==> src/rtl/sa_filter_pkg.sv <==
package sa_filter_pkg;
  // Word selector carried in bit 0 of the register select
  typedef enum logic {
    WORD_LOW  = 1'b0,
    WORD_HIGH = 1'b1
  } sa_word_e;
endpackage

==> src/rtl/sa_pair_reg.sv <==
// One station address register pair with write-order controlled enable
module sa_pair_reg #(
  parameter int LO_W = 32,
  parameter int HI_W = 16,
  localparam int ADDR_W = LO_W + HI_W
) (
  input  logic              clk,
  input  logic              rst,
  input  logic              wr_lo,
  input  logic              wr_hi,
  input  logic [LO_W-1:0]   lo_data,
  input  logic [HI_W-1:0]   hi_data,
  input  logic [ADDR_W-1:0] da,
  output logic              match
);
  logic [LO_W-1:0] lo_q;
  logic [HI_W-1:0] hi_q;
  logic            en_q;

  always_ff @(posedge clk) begin
    if (rst) begin
      lo_q <= '0;
      hi_q <= '0;
      en_q <= 1'b0;
    end else if (wr_lo) begin
      lo_q <= lo_data;
      en_q <= 1'b0;
    end else if (wr_hi) begin
      hi_q <= hi_data;
      en_q <= 1'b1;
    end
  end

  assign match = en_q && (da == {hi_q, lo_q});
endmodule

==> src/rtl/sa_prio_pick.sv <==
// Lowest-index-first selection among match requests
module sa_prio_pick #(
  parameter int N = 4,
  localparam int IDX_W = (N > 1) ? $clog2(N) : 1
) (
  input  logic [N-1:0]     req,
  output logic             any,
  output logic [IDX_W-1:0] idx
);
  always_comb begin
    any = |req;
    idx = '0;
    for (int i = N - 1; i >= 0; i--) begin
      if (req[i]) idx = i[IDX_W-1:0];
    end
  end
endmodule

==> src/rtl/addr_match_filter.sv <==
module addr_match_filter #(
  parameter int NUM_PAIRS = 4,
  parameter int ADDR_W    = 48,
  parameter int DATA_W    = 32,
  localparam int HI_W  = ADDR_W - DATA_W,
  localparam int IDX_W = (NUM_PAIRS > 1) ? $clog2(NUM_PAIRS) : 1,
  localparam int SEL_W = IDX_W + 1
) (
  input  logic              clk,
  input  logic              rst,
  input  logic              wr_en,
  input  logic [SEL_W-1:0]  wr_sel,
  input  logic [DATA_W-1:0] wr_data,
  input  logic              da_valid,
  input  logic [ADDR_W-1:0] da,
  output logic              hit_valid,
  output logic              hit,
  output logic [IDX_W-1:0]  hit_idx
);
  import sa_filter_pkg::*;

  logic [NUM_PAIRS-1:0] match_vec;
  logic                 any_match;
  logic [IDX_W-1:0]     pick_idx;
  sa_word_e             word_sel;

  assign word_sel = sa_word_e'(wr_sel[0]);

  // Upper write bits have no destination in the high word
  wire unused_upper = ^wr_data[DATA_W-1:HI_W];

  for (genvar k = 0; k < NUM_PAIRS; k++) begin : g_pair
    logic pair_sel;
    assign pair_sel = wr_en && (wr_sel[SEL_W-1:1] == IDX_W'(k));

    sa_pair_reg #(
      .LO_W (DATA_W),
      .HI_W (HI_W)
    ) u_pair (
      .clk     (clk),
      .rst     (rst),
      .wr_lo   (pair_sel && (word_sel == WORD_LOW)),
      .wr_hi   (pair_sel && (word_sel == WORD_HIGH)),
      .lo_data (wr_data),
      .hi_data (wr_data[HI_W-1:0]),
      .da      (da),
      .match   (match_vec[k])
    );
  end

  sa_prio_pick #(.N(NUM_PAIRS)) u_pick (
    .req (match_vec),
    .any (any_match),
    .idx (pick_idx)
  );

  always_ff @(posedge clk) begin
    if (rst) begin
      hit_valid <= 1'b0;
      hit       <= 1'b0;
      hit_idx   <= '0;
    end else begin
      hit_valid <= da_valid;
      hit       <= da_valid && any_match;
      hit_idx   <= (da_valid && any_match) ? pick_idx : '0;
    end
  end
endmodule

==> config.mk <==
export PLATFORM = sky130hd
export DESIGN_NAME = addr_match_filter
export DESIGN_NICKNAME = d
export VERILOG_FILES = /design/src/rtl/sa_filter_pkg.sv /design/src/rtl/sa_pair_reg.sv /design/src/rtl/sa_prio_pick.sv /design/src/rtl/addr_match_filter.sv
export SDC_FILE = /design/constraint.sdc
export NUM_CORES = 1
export LEC_CHECK = 0
export ABC_CLOCK_PERIOD_IN_PS = 2400
export BUFFER_PORTS_ARGS = -buffer_cell sky130_fd_sc_hd__buf_2
export CORE_AREA = 2 2 157 113
export CTS_CLUSTER_SIZE = 16
export DETAILED_ROUTE_END_ITERATION = 8
export DIE_AREA = 0 0 159 115
export PLACE_DENSITY_LB_ADDON = 0.25
export SLEW_MARGIN = 20
export SYNTH_ARGS = -nofsm -noshare
export SYNTH_HDL_FRONTEND = slang
export SYNTH_SLANG_ARGS = --single-unit
==> constraint.sdc <==
create_clock -name clk -period 2.4 [get_ports clk]
set_input_delay 0.24 -clock clk [delete_from_list [all_inputs] [get_ports clk]]
set_output_delay 0.24 -clock clk [all_outputs]
set_load 0.03 [all_outputs]
Yosys cells after proc, flatten, opt, wreduce, memory -nomap -nowiden

Index checks and enable logic that the tools add are counted.
Widths: inputs -> output; s select.

Register bits: 200
Bits of input ports: 87
Output and inout bits: 4
Word-level logic and storage cells: 61

Equality and inequality tests: 7
Multiplexer cells: 3
Bitwise gates (word level): 6
Reduce and logical (&&, ||, !) cells: 29

Operators with widths:

| cell               | count |
|---|---|
| $eq 48x48->1       | 4 |
| $logic_and 1x1->1  | 17 |
| $reduce_and 2->1   | 4 |
| $reduce_or 2->1    | 4 |
| $reduce_or 4->1    | 2 |
| $not 1->1          | 6 |
| $eq 2x2->1 const B | 2 |
| $mux 2             | 2 |
| $reduce_or 3->1    | 1 |
| $eq 2x1->1 const B | 1 |
| $logic_not 2->1    | 1 |
| $mux 1             | 1 |

Longest topological paths before layout

Gate-level depths: netlist of the first run.

Word-level depth: 6
Gate-level depth with buffers: 7
Gate-level depth less buffers: 6

Modules after synthesis

A second synthesis of the first run with hierarchy kept.

Cell total of the unflattened synthesis: 995
Area total of the unflattened synthesis: 9,180.1 µm²

Modules (own cells, without submodules):

| module            | times used | cells each | area each (µm²) | sequential area each (µm²) |
|---|---|---|---|---|
| sa_pair_reg       | 4          | 243        | 2,233.4         | 980.9 |
| addr_match_filter | 1          | 16         | 211.5           | 80.1 |
| sa_prio_pick      | 1          | 7          | 35.0            | 0.0 |

Worst setup path after synthesis of the first run

OpenSTA, ideal clock, no wires.

Path type: register to register
Start: register g_pair[0].u_pair.hi_q[15]
End: register hit_idx[1]
Library setup time: 116 ps
Arrival: 1,585 ps
Required time: 2,284 ps
Path slack: 699 ps
Stages on the path, launching flop included: 7
Path buffers: 0
Period minus slack after synthesis: 1,701 ps
Cell sequence: dfxtp_1 xor2_1 nor4_1 nand4_1 or4_1 nand2_1 and3b_1

Cells in the longest elaborated chain, start to end: 6

RTL lines:

| element                            | line                    | source |
|---|---|---|
| from (decl)                        | sa_pair_reg.sv:17       | `logic [HI_W-1:0] hi_q;` |
| from (signal assigned)             | sa_pair_reg.sv:29       | `hi_q <= hi_data;` |
| $eq 48x48->1 *                     | sa_pair_reg.sv:34       | `assign match = en_q && (da == {hi_q, lo_q});` |
| $logic_and 1x1->1 *                | sa_pair_reg.sv:34       |  |
| $reduce_or 4->1                    | sa_prio_pick.sv:11      | `any = \|req;` |
| $logic_and 1x1->1                  | addr_match_filter.sv:65 | `hit_idx <= (da_valid && any_match) ? pick_idx : '0;` |
| $not 1->1 (no source line)         | --                      |  |
| $reduce_or 4->1 (no source line) * | --                      |  |
| to (signal assigned)               | addr_match_filter.sv:65 |  |
| to (decl)                          | addr_match_filter.sv:18 | `output logic [IDX_W-1:0] hit_idx` |

Every way passes the cells marked *; elsewhere a longest branch is shown, timed or not.
A chain may end at the register's enable or synchronous reset.

Worst setup path after layout of the first run

Start: register g_pair[0].u_pair.hi_q[11]
End: register hit_idx[1]

The elaborated chain is that of the path after synthesis.

==> flow_metrics.env, run 1 <==
export IMPL_outcome="complete, no violations"
export IMPL_finalPower_mw=7.28
export IMPL_netlist_area_leader_share=0.442
export IMPL_portBuffers=90
export IMPL_initial_core_util=0.539
export IMPL_cp_end_kind="flip-flop"
export IMPL_cts_buffers=17
export IMPL_vias=8381
export IMPL_gp_congestion=1.01
export IMPL_syn_area_per_cell_sq_um=7.78
export IMPL_dp_hpwl_um=21000
export IMPL_drv_slew=0
export IMPL_period_share=0.883
export IMPL_yosysWarningCount=0
export IMPL_ir_worst_vdd_mv=0.447
export IMPL_die_area_sq_um=18300
export IMPL_post_cts_resized=0
export IMPL_rows=40
export IMPL_holdWs_ns=0.0677
export IMPL_post_route_min_period_ns=2.12
export IMPL_drc=0
export IMPL_skew_ns=0.00824
export IMPL_detailedPlace_worstSlack_ns=0.263
export IMPL_timing_final_ws_setup_ns=0.280
export IMPL_fmax_mhz=472
export IMPL_crit_fanout=2
export IMPL_cts_tree="yes"
export IMPL_cp_data_required_time_ns=2.73
export IMPL_fill_cells=1546
export IMPL_timing_rr_end="hit_idx[1]$_SDFF_PP0_"
export IMPL_mostFrequentLayoutCells="nand2_1, dfxtp_1, a21oi_1, xor2_1, xnor2_1"
export IMPL_syn_nets=1252
export IMPL_crit_type="flip-flop to flip-flop"
export IMPL_leakagePower_nw=3.76
export IMPL_hold_class="input pin to flip-flop"
export IMPL_rsz0062_at_grt="no"
export IMPL_arrival_ns=2.45
export IMPL_dr_first_iter_drc_count=1198
export IMPL_grt_total_usage=0.329
export IMPL_clock_latency_ns=0.44
export IMPL_grt_pass1_wl_um=44800
export IMPL_diodes=0
export IMPL_htreeDepth=4
export IMPL_ys_ff_latch=200
export IMPL_netlist_area_sq_um=9060
export IMPL_worst_r2r_path_depth=6
export IMPL_areaGrowthSynthToFinish_pct=14.2
export IMPL_cts_sinks=200
export IMPL_grt_start_max_net_pins=70
export IMPL_postCtsSetupBuffers=0
export IMPL_hp_start="wr_data[19]"
export IMPL_core_sq_um=16800
export IMPL_setup_violations=0
export IMPL_ioPinCount=91
export IMPL_min_to="g_pair[2].u_pair.lo_q[19]$_SDFFE_PP0P_"
export IMPL_fp_dieW_um=159
export IMPL_drtPass1Iterations=5
export IMPL_final_setup_tns_ns=0
export IMPL_grt_pass1_vias=7458
export IMPL_ctsRootBufferMaster="clkbuf_16"
export IMPL_layout_drive_gt1_share=0.124
export IMPL_routed_wl_um=30200
export IMPL_detail_route_antenna_nets=0
export IMPL_max_cap_violations=0
export IMPL_holdPathStages=3
export IMPL_rrSetupSlack_ns=0.28
export IMPL_ys_seq_area_frac=0.442
export IMPL_worstMarginPinSlew_ns=0.585
export IMPL_synth_top_cell_by_area="dfxtp_1"
export IMPL_grt_overflow=0
export IMPL_startpoint_type="flip-flop"
export IMPL_antenna_found_initial=1
export IMPL_hold_buffers=0
export IMPL_clk_path_buf_depth=2
export IMPL_power_density_nw_per_um2=703
export IMPL_final_common_cell="nand2_1"
export IMPL_nNetsFinal=1312
export IMPL_die_h_um=115
export IMPL_wl_per_cell_um=20.5
export IMPL_timing_rr_start="g_pair[0].u_pair.hi_q[11]$_SDFFE_PP0P_"
export IMPL_clk_pin_slew_ns=0.07
export IMPL_synth_top_cells_by_area="dfxtp_1, nand2_1, a21oi_1, xor2_1, xnor2_1"
export IMPL_synth_cell_types=26
export IMPL_syn_inst=1165
export IMPL_final_hold_viol_count=0
export IMPL_slew_headroom=0.607
export IMPL_viasPerCell=5.71
[worst max-delay path, stage by stage, from the launching register on]
cell and delay (ns):
dfxtp_1 0.32, xor2_1 0.18, nor4_1 0.50, nand4_1 0.15
or4_1 0.57, nand2_1 0.11, and3b_1 0.18
[cells in the mapped netlist]
cell type,instances
xor2_1,95
or4_4,1
a221o_1,1
nor3_2,1
clkbuf_1,62
and3b_1,1
nand4_1,25
nand2_1,398
nor2b_1,5
a21oi_1,197
xnor2_1,90
clkbuf_2,10
o221ai_1,1
o2111ai_1,2
buf_2,1
dfxtp_1,200
nand2b_1,11
nor3_1,5
nor2_1,10
nand3_1,12
inv_1,5
a41oi_1,1
nand3_2,1
or4_1,1
buf_1,1
nor4_1,28
[routing by layer]
metal | part of all wire | track usage
met1 | 0.43 | 0.467
met4 | 0.029 | 0.117
met5 | 0.00043 | 0
met3 | 0.12 | 0.0790
met2 | 0.43 | 0.493
[stage by stage]
step | util | cells | cell area [sq um]
after CTS | 0.616 | 1469 | 10400
after global placement | 0.578 | 1437 | 9730
after floorplan | - | 1165 | 9060
after global routing | 0.616 | 1469 | 10400
after detailed placement | 0.578 | 1437 | 9730
final | 0.616 | 1469 | 10400
[final cells by class]
type / instances / area (sq um) / area share
inverter: 5 / 18.8 / 0.00181
timing repair buffer: 115 / 657 / 0.0635
tap: 231 / 289 / 0.0279
clock inverter: 14 / 194 / 0.0187
clock buffer: 18 / 429 / 0.0415
sequential: 200 / 4000 / 0.387
multi-input combinational: 886 / 4760 / 0.460
[state kept, by name, summed over array words and instances, names as in the netlist]
register	count
g_pair.u_pair.hi_q	64
g_pair.u_pair.lo_q	128
hit_idx	2
hit_valid	1
hit	1
g_pair.u_pair.en_q	4
[how the worst max path moves through the flow]
stage	start	to	slack [ns]	cells past startpoint
after floorplan	g_pair[0].u_pair.hi_q[15]$_SDFFE_PP0P_	hit_idx[1]$_SDFF_PP0_	0.70	6
after global placement	da[43]	hit_idx[1]$_SDFF_PP0_	0.27	7
after detailed placement	da[22]	hit_idx[1]$_SDFF_PP0_	0.26	8
after CTS	g_pair[0].u_pair.hi_q[11]$_SDFFE_PP0P_	hit_idx[1]$_SDFF_PP0_	0.32	6
after global routing	g_pair[0].u_pair.hi_q[11]$_SDFFE_PP0P_	hit_idx[1]$_SDFF_PP0_	0.31	6
final	g_pair[0].u_pair.hi_q[11]$_SDFFE_PP0P_	hit_idx[1]$_SDFF_PP0_	0.28	6
[kinds of logic after synthesis]
family,count (synthesis),share of synthesized area
flops,200,0.442
compound gates,202,0.114
xor+xnor,185,0.179
buf+inv,79,0.0342
simple gates,499,0.231
[where the power goes]
| group | switching [mW] | total [mW] | leakage [nW] | internal [mW] |
|---|---|---|---|---|
| clock network | 1.32 | 3.08 | 0.301 | 1.75 |
| logic | 0.513 | 0.764 | 1.84 | 0.251 |
| registers | 0.0475 | 3.43 | 1.62 | 3.39 |
Power figures use the tool's default switching activity.
==> run 2, diff against run 1 <==
- ABC_AREA: not set -> 1
- CORE_AREA: 2 2 157 113 -> 2 2 172 123
- DIE_AREA: 0 0 159 115 -> 0 0 174 125
- SETUP_SLACK_MARGIN: not set -> 0.1
==> run 2 against run 1 <==
Net effect: die area is 19% higher; sequential power is 2% higher; synthesized cell count is 32% higher; utilization is 6.6 points lower; sequential share of layout area is 2.7 points lower; flip-flop and latch count stayed put.
==> flow_metrics.env, run 2 <==
export IMPL_leakagePower_nw=4.73
export IMPL_wl_per_cell_um=18.8
export IMPL_period_share=0.755
export IMPL_postCtsSetupBuffers=0
export IMPL_clock_latency_ns=0.45
export IMPL_ys_ff_latch=200
export IMPL_grt_overflow=0
export IMPL_synth_compound_area_frac=0.205
export IMPL_gp_congestion=0.984
export IMPL_dp_hpwl_um=26100
export IMPL_portBuffers=90
export IMPL_fp_dieW_um=174
export IMPL_drc=0
export IMPL_final_setup_tns_ns=0
export IMPL_clk_path_buf_depth=2
export IMPL_reg_top3="g_pair.u_pair.lo_q: 128 flops, g_pair.u_pair.hi_q: 64 flops, g_pair.u_pair.en_q: 4 flops"
export IMPL_muxShareOfSynthArea=0
export IMPL_diodes=0
export IMPL_initial_core_util=0.489
export IMPL_antenna_found_initial=0
export IMPL_synth_simple_area_share=0.250
export IMPL_rrSetupSlack_ns=0.76
export IMPL_crit_type="input pin to flip-flop"
export IMPL_ir_worst_vdd_mv=0.467
export IMPL_synth_top_cells_by_area="dfxtp_1, nand2_1, o21ai_0, nor2_1, a21oi_1"
export IMPL_synthAdderAreaFrac=0
export IMPL_rsz0062_at_grt="no"
export IMPL_areaGrowthSynthToFinish_pct=12.3
export IMPL_dr_first_iter_drc_count=1297
export IMPL_syn_area_per_cell_sq_um=6.46
export IMPL_drtPass1Iterations=7
export IMPL_top_register="g_pair.u_pair.lo_q"
export IMPL_syn_nets=1621
export IMPL_timing_rr_start="g_pair[3].u_pair.hi_q[14]$_SDFFE_PP0P_"
export IMPL_vias=10200
export IMPL_die_area_sq_um=21800
export IMPL_netlist_area_leader_share=0.404
export IMPL_synth_cell_types=26
export IMPL_routed_wl_um=35400
export IMPL_grt_pass1_vias=9271
export IMPL_detail_route_antenna_nets=0
export IMPL_synth_most_common_cell="nand2_1"
export IMPL_fin_util=0.550
export IMPL_max_cap_violations=0
export IMPL_min_to="hit_valid$_SDFF_PP0_"
export IMPL_cts_sinks=200
export IMPL_largest_reg_flops=128
export IMPL_cts_buffers=17
export IMPL_hp_start="da_valid"
export IMPL_yosys_top_cells_count="nand2_1, nor2_1, dfxtp_1"
export IMPL_layout_drive_gt1_share=0.112
export IMPL_cp_data_required_time_ns=2.70
export IMPL_fmax_mhz=552
export IMPL_worstMarginPinSlew_ns=0.895
export IMPL_post_cts_resized=0
export IMPL_die_h_um=125
export IMPL_final_common_cell="nand2_1"
export IMPL_grt_total_usage=0.326
export IMPL_drv_slew=0
export IMPL_nNetsFinal=1683
export IMPL_slew_headroom=0.403
export IMPL_worst_r2r_path_depth=11
export IMPL_synth_ff_type="dfxtp_1"
export IMPL_async_reset_ff_frac=0
export IMPL_outcome="complete, no violations"
export IMPL_synth_top_family_by_area="simple AND/OR/NAND/NOR gates"
export IMPL_hold_buffers=0
export IMPL_arrival_ns=2.12
export IMPL_cts_tree="yes"
export IMPL_mostFrequentLayoutCells="nand2_1, nor2_1, dfxtp_1, o21ai_0, inv_1"
export IMPL_ctsRootBufferMaster="clkbuf_16"
export IMPL_synth_top_cell_by_area="dfxtp_1"
export IMPL_final_hold_viol_count=0
export IMPL_post_route_min_period_ns=1.81
export IMPL_synth_edf_count=0
export IMPL_setup_violations=0
export IMPL_viasPerCell=5.40
export IMPL_ys_seq_area_frac=0.404
export IMPL_synth_xor_area_frac=0.0353
export IMPL_syn_inst=1534
export IMPL_skew_ns=0.00954
export IMPL_netlist_area_sq_um=9910
export IMPL_hold_class="input pin to flip-flop"
export IMPL_clk_pin_slew_ns=0.08
export IMPL_power_density_nw_per_um2=661
export IMPL_crit_fanout=57
export IMPL_htreeDepth=4
export IMPL_startpoint_type="input pin"
export IMPL_core_sq_um=20300
export IMPL_ioPinCount=91
export IMPL_holdPathStages=3
export IMPL_timing_rr_end="hit_idx[0]$_SDFF_PP0_"
export IMPL_cp_end_kind="flip-flop"
export IMPL_grt_pass1_wl_um=53300
export IMPL_rows=44
export IMPL_yosysWarningCount=0
export IMPL_grt_start_max_net_pins=79
==> run 2: cell count changes after synthesis, moves of 54 or more <==
cell,change
xor2_1,-80
inv_1,+171
o21ai_0,+188
nor2_1,+197
xnor2_1,-65
a21oi_1,-54
==> run 2: worst max-delay path, stage by stage <==
cell,delay (ns)
buf_2,0.13
inv_2,0.06
nor3_2,0.19
inv_2,0.10
nor2_8,0.14
clkinv_2,0.70
o21ai_1,0.47
a21oi_2,0.06
==> run 2: kinds of logic after synthesis <==
kind of cell / Yosys count
and+or+nand+nor: 635
AOI/OAI and AO/OA: 396
buffers and inverters: 263
DFF: 200
xor gates and xnor gates: 40
==> run 2: final cells by class <==
class                   instances  area (sq um)
fillers                      2048          9130
multi-input cells            1071          4870
flip-flops and latches        200          4000
inverters                     204           769
repair buffers                102           578
clock buffers                  18           429
well taps                     276           345
clock inverters                14           139
==> run 2: routing by layer <==
metal,GRT usage,vias to the layer above,part of all wire
met1,0.475,4601,0.44
met4,0.121,0,0.036
met3,0.0724,70,0.12
met2,0.470,555,0.40
met5,0,-,0
li1,-,4946,-
==> run 2: report_power, final <==
group	internal, mW	switching, mW
Sequential	3.43	0.0639
Clock	1.46	1.41
Combinational	0.302	0.691
==> run 2: worst max path at each step <==
| stage | depth (start not counted) | from | slack (ns) | endpoint |
|---|---|---|---|---|
| finish | 8 | wr_sel[2] | 0.59 | g_pair[3].u_pair.lo_q[2]$_SDFFE_PP0P_ |
| global route | 8 | wr_sel[2] | 0.40 | g_pair[3].u_pair.lo_q[11]$_SDFFE_PP0P_ |
| CTS | 12 | g_pair[3].u_pair.hi_q[4]$_SDFFE_PP0P_ | 0.82 | hit_idx[0]$_SDFF_PP0_ |
| detailed placement | 8 | wr_en | 0.46 | g_pair[3].u_pair.lo_q[19]$_SDFFE_PP0P_ |
| global placement | 8 | wr_en | 0.54 | g_pair[3].u_pair.lo_q[24]$_SDFFE_PP0P_ |
| floorplan | 9 | wr_sel[2] | 1.19 | g_pair[3].u_pair.lo_q[12]$_SDFFE_PP0P_ |
==> run 2: metrics by stage <==
| stage | cell area [sq um] | cells | power, mW | hold WS, ns | worst slack (ns) |
|---|---|---|---|---|---|
| after global routing | 11100 | 1885 | 7.62 | 0.0824 | 0.397 |
| after floorplan | 9910 | 1534 | 4.11 | 0.319 | 1.19 |
| after CTS | 11100 | 1885 | 7.33 | 0.0710 | 0.815 |
| final | 11100 | 1885 | 7.36 | 0.0711 | 0.587 |
| after detailed placement | 10600 | 1853 | 4.53 | 0.445 | 0.465 |
| after global placement | 10600 | 1853 | 4.51 | 0.443 | 0.540 |
==> run 3, diff against run 2 <==
- ABC_CLOCK_PERIOD_IN_PS: 2400 -> 1610
- clock period: 2.4 -> 1.61 ns (I/O delays scaled with it)
==> run 3 against run 2 <==
Net effect: critical endpoint is now hit_idx[0]$_SDFF_PP0_; critical path depth grew 3; first-iteration DRC count shrank 14%; routed wire length grew 3.5%; setup slack lost 0.47 ns; largest cell class unchanged; die area is the same; sequential share of layout area shrank 1.8 points; clock-buffer cell count grew 3; cell count grew 2.0%; via count grew 0.43%; clock skew shrank 0.0034 ns; power grew 55%.
==> flow_metrics.env, run 3 (synthesized netlist as in run 2, its figures left out) <==
export IMPL_grt_start_max_net_pins=66
export IMPL_crit_type="flip-flop to flip-flop"
export IMPL_pwr_share_clk=0.401
export IMPL_ir_worst_vdd_mv=0.616
export IMPL_areaGrowthSynthToFinish_pct=18.8
export IMPL_startpoint_type="flip-flop"
export IMPL_routed_wl_um=36600
export IMPL_multi_input_area_sq_um=5080
export IMPL_switchingPower_mw=3.18
export IMPL_grt_total_usage=0.340
export IMPL_dp_hpwl_um=27800
export IMPL_cp_data_required_time_ns=1.99
export IMPL_crit_fanout=3
export IMPL_rsz0062_at_grt="yes"
export IMPL_portBuffers=90
export IMPL_slowest_delay_ns=0.32
export IMPL_die_area_sq_um=21800
export IMPL_final_common_cell="nand2_1"
export IMPL_wl_per_cell_um=19.0
export IMPL_met2_usage=0.491
export IMPL_drv_slew=0
export IMPL_gp_congestion=1.01
export IMPL_clk_path_buf_depth=2
export IMPL_internal_power_mw=8.22
export IMPL_vias=10200
export IMPL_busiest_layer="met1"
export IMPL_worstPathCellList="nand2_1, nand2_1, nor2_1, nand2_1, nor2_2, nand2_1, nor2_2, nand2_1, nand2_2, o21ai_2, nor2_1"
export IMPL_power_density_nw_per_um2=968
export IMPL_rows=44
export IMPL_diodes=0
export IMPL_ctsRootBufferMaster="clkbuf_16"
export IMPL_clock_latency_ns=0.45
export IMPL_cts_buffers=17
export IMPL_cpMostUsedCell="nand2_1"
export IMPL_die_h_um=125
export IMPL_htreeDepth=4
export IMPL_crit_path_start="g_pair[1].u_pair.lo_q[28]$_SDFFE_PP0P_"
export IMPL_skew_ns=0.00618
export IMPL_seq_area_sq_um=4030
export IMPL_outcome="complete, no violations"
export IMPL_detail_route_antenna_nets=0
export IMPL_fmax_mhz=669
export IMPL_core_sq_um=20300
export IMPL_grt_pass1_wl_um=55200
export IMPL_mostFrequentLayoutCells="nand2_1, dfxtp_1, nor2_1, o21ai_0, inv_1"
export IMPL_worstMarginPinSlew_ns=0.523
export IMPL_p_seq_frac=0.457
export IMPL_grt_overflow=0
export IMPL_fp_dieW_um=174
export IMPL_dr_first_iter_drc_count=1112
export IMPL_arrival_ns=1.88
export IMPL_initial_core_util=0.489
export IMPL_finalPower_mw=11.4
export IMPL_reg_top3="g_pair.u_pair.lo_q: 128 flops, g_pair.u_pair.hi_q: 64 flops, g_pair.u_pair.en_q: 4 flops"
export IMPL_drc=0
export IMPL_final_setup_tns_ns=0
export IMPL_top_register="g_pair.u_pair.lo_q"
export IMPL_setup_violations=0
export IMPL_layout_drive_gt1_share=0.185
export IMPL_nNetsFinal=1722
export IMPL_clk_pin_slew_ns=0.07
export IMPL_post_route_min_period_ns=1.49
export IMPL_grt_met1_usage=0.491
export IMPL_cp_end_kind="flip-flop"
export IMPL_crit_slowest_cell="dfxtp_1"
export IMPL_slew_headroom=0.651
export IMPL_ioPinCount=91
export IMPL_grt_pass1_vias=9329
export IMPL_cts_sinks=200
export IMPL_largest_reg_flops=128
export IMPL_fin_util=0.582
export IMPL_timing_rr_start="g_pair[1].u_pair.lo_q[28]$_SDFFE_PP0P_"
export IMPL_drtPass1Iterations=6
export IMPL_hp_start="wr_data[30]"
export IMPL_antenna_found_initial=0
export IMPL_holdWs_ns=0.00815
export IMPL_final_hold_viol_count=0
export IMPL_period_share=0.928
export IMPL_viasPerCell=5.31
export IMPL_grt_util_met3=0.0952
export IMPL_cts_tree="yes"
export IMPL_max_cap_violations=0
export IMPL_combPwrFrac=0.142
export IMPL_leakagePower_nw=5.00
export IMPL_fill_cells=2058
export IMPL_hold_class="input pin to flip-flop"
export IMPL_swShare=0.279
-- run 3: cell count changes in the layout (fill, tap and decap cells not counted), sizes merged --
| cell | previous run | this run |
|---|---|---|
| clkinv | 5 | 3 |
| inv | 209 | 205 |
| dlygate4sd3 | 0 | 3 |
| clkbuf | 18 | 21 |
| buf | 102 | 138 |
| bufinv | 1 | 3 |
-- run 3: critical path, delay by kind of cell (launching register included) --
family	cells	cell delay, ns
AO/OA/AOI/OAI	1	0.06
flip-flops	1	0.32
AND/OR/NAND/NOR	10	1.04
-- run 3: power groups by stage --
stage	Sequential, mW	Clock (mW)	Combinational (mW)
after global placement	5.32	0	1.49
after floorplan	5.30	0	0.820
after detailed placement	5.32	0	1.50
after CTS	5.21	4.58	1.52
final	5.22	4.57	1.62
after global routing	5.23	4.77	1.76
-- run 3: through the flow --
step                setup slack [ns]  cell area [sq um]  instances
finish                         0.116              11800       1923
global route                  0.0372              11800       1923
CTS                            0.100              11600       1922
detailed placement           -0.0777              10900       1888
global placement             -0.0962              10900       1888
floorplan                      0.458               9910       1534
-- run 3: layout make-up --
cell class | instances | area share
clock inverter | 10 | 0.0122
multi-input combinational | 1071 | 0.431
inverter | 204 | 0.0654
clock buffer | 21 | 0.0399
timing repair buffer | 141 | 0.0799
sequential | 200 | 0.342
tap | 276 | 0.0293
-- run 3: path summary, 6_finish.rpt --
kind / to / slack, ns / depth (start not counted)
worst min register to register: g_pair[0].u_pair.hi_q[6]$_SDFFE_PP0P_ / 0.46 / 2
worst max register to register: hit_idx[0]$_SDFF_PP0_ / 0.12 / 11
worst max-delay path: hit_idx[0]$_SDFF_PP0_ / 0.12 / 11
worst min-delay path: g_pair[1].u_pair.lo_q[30]$_SDFFE_PP0P_ / 0.008 / 3
-- run 3: layer usage --
layer,wire [um],vias to the layer above
li1,-,5019
met1,16300,4645
met2,15100,500
met3,4330,52
met4,903,0
met5,0,-
-- run 3: timing repair --
action,4_1_cts,5_1_grt
pin swaps,1,56
endpoints found under the setup margin,3,3
hold buffers,3,0
gates resized for setup,10,101
endpoints found under the hold margin,4,0
buffers inserted,0,1
gates cloned,0,0
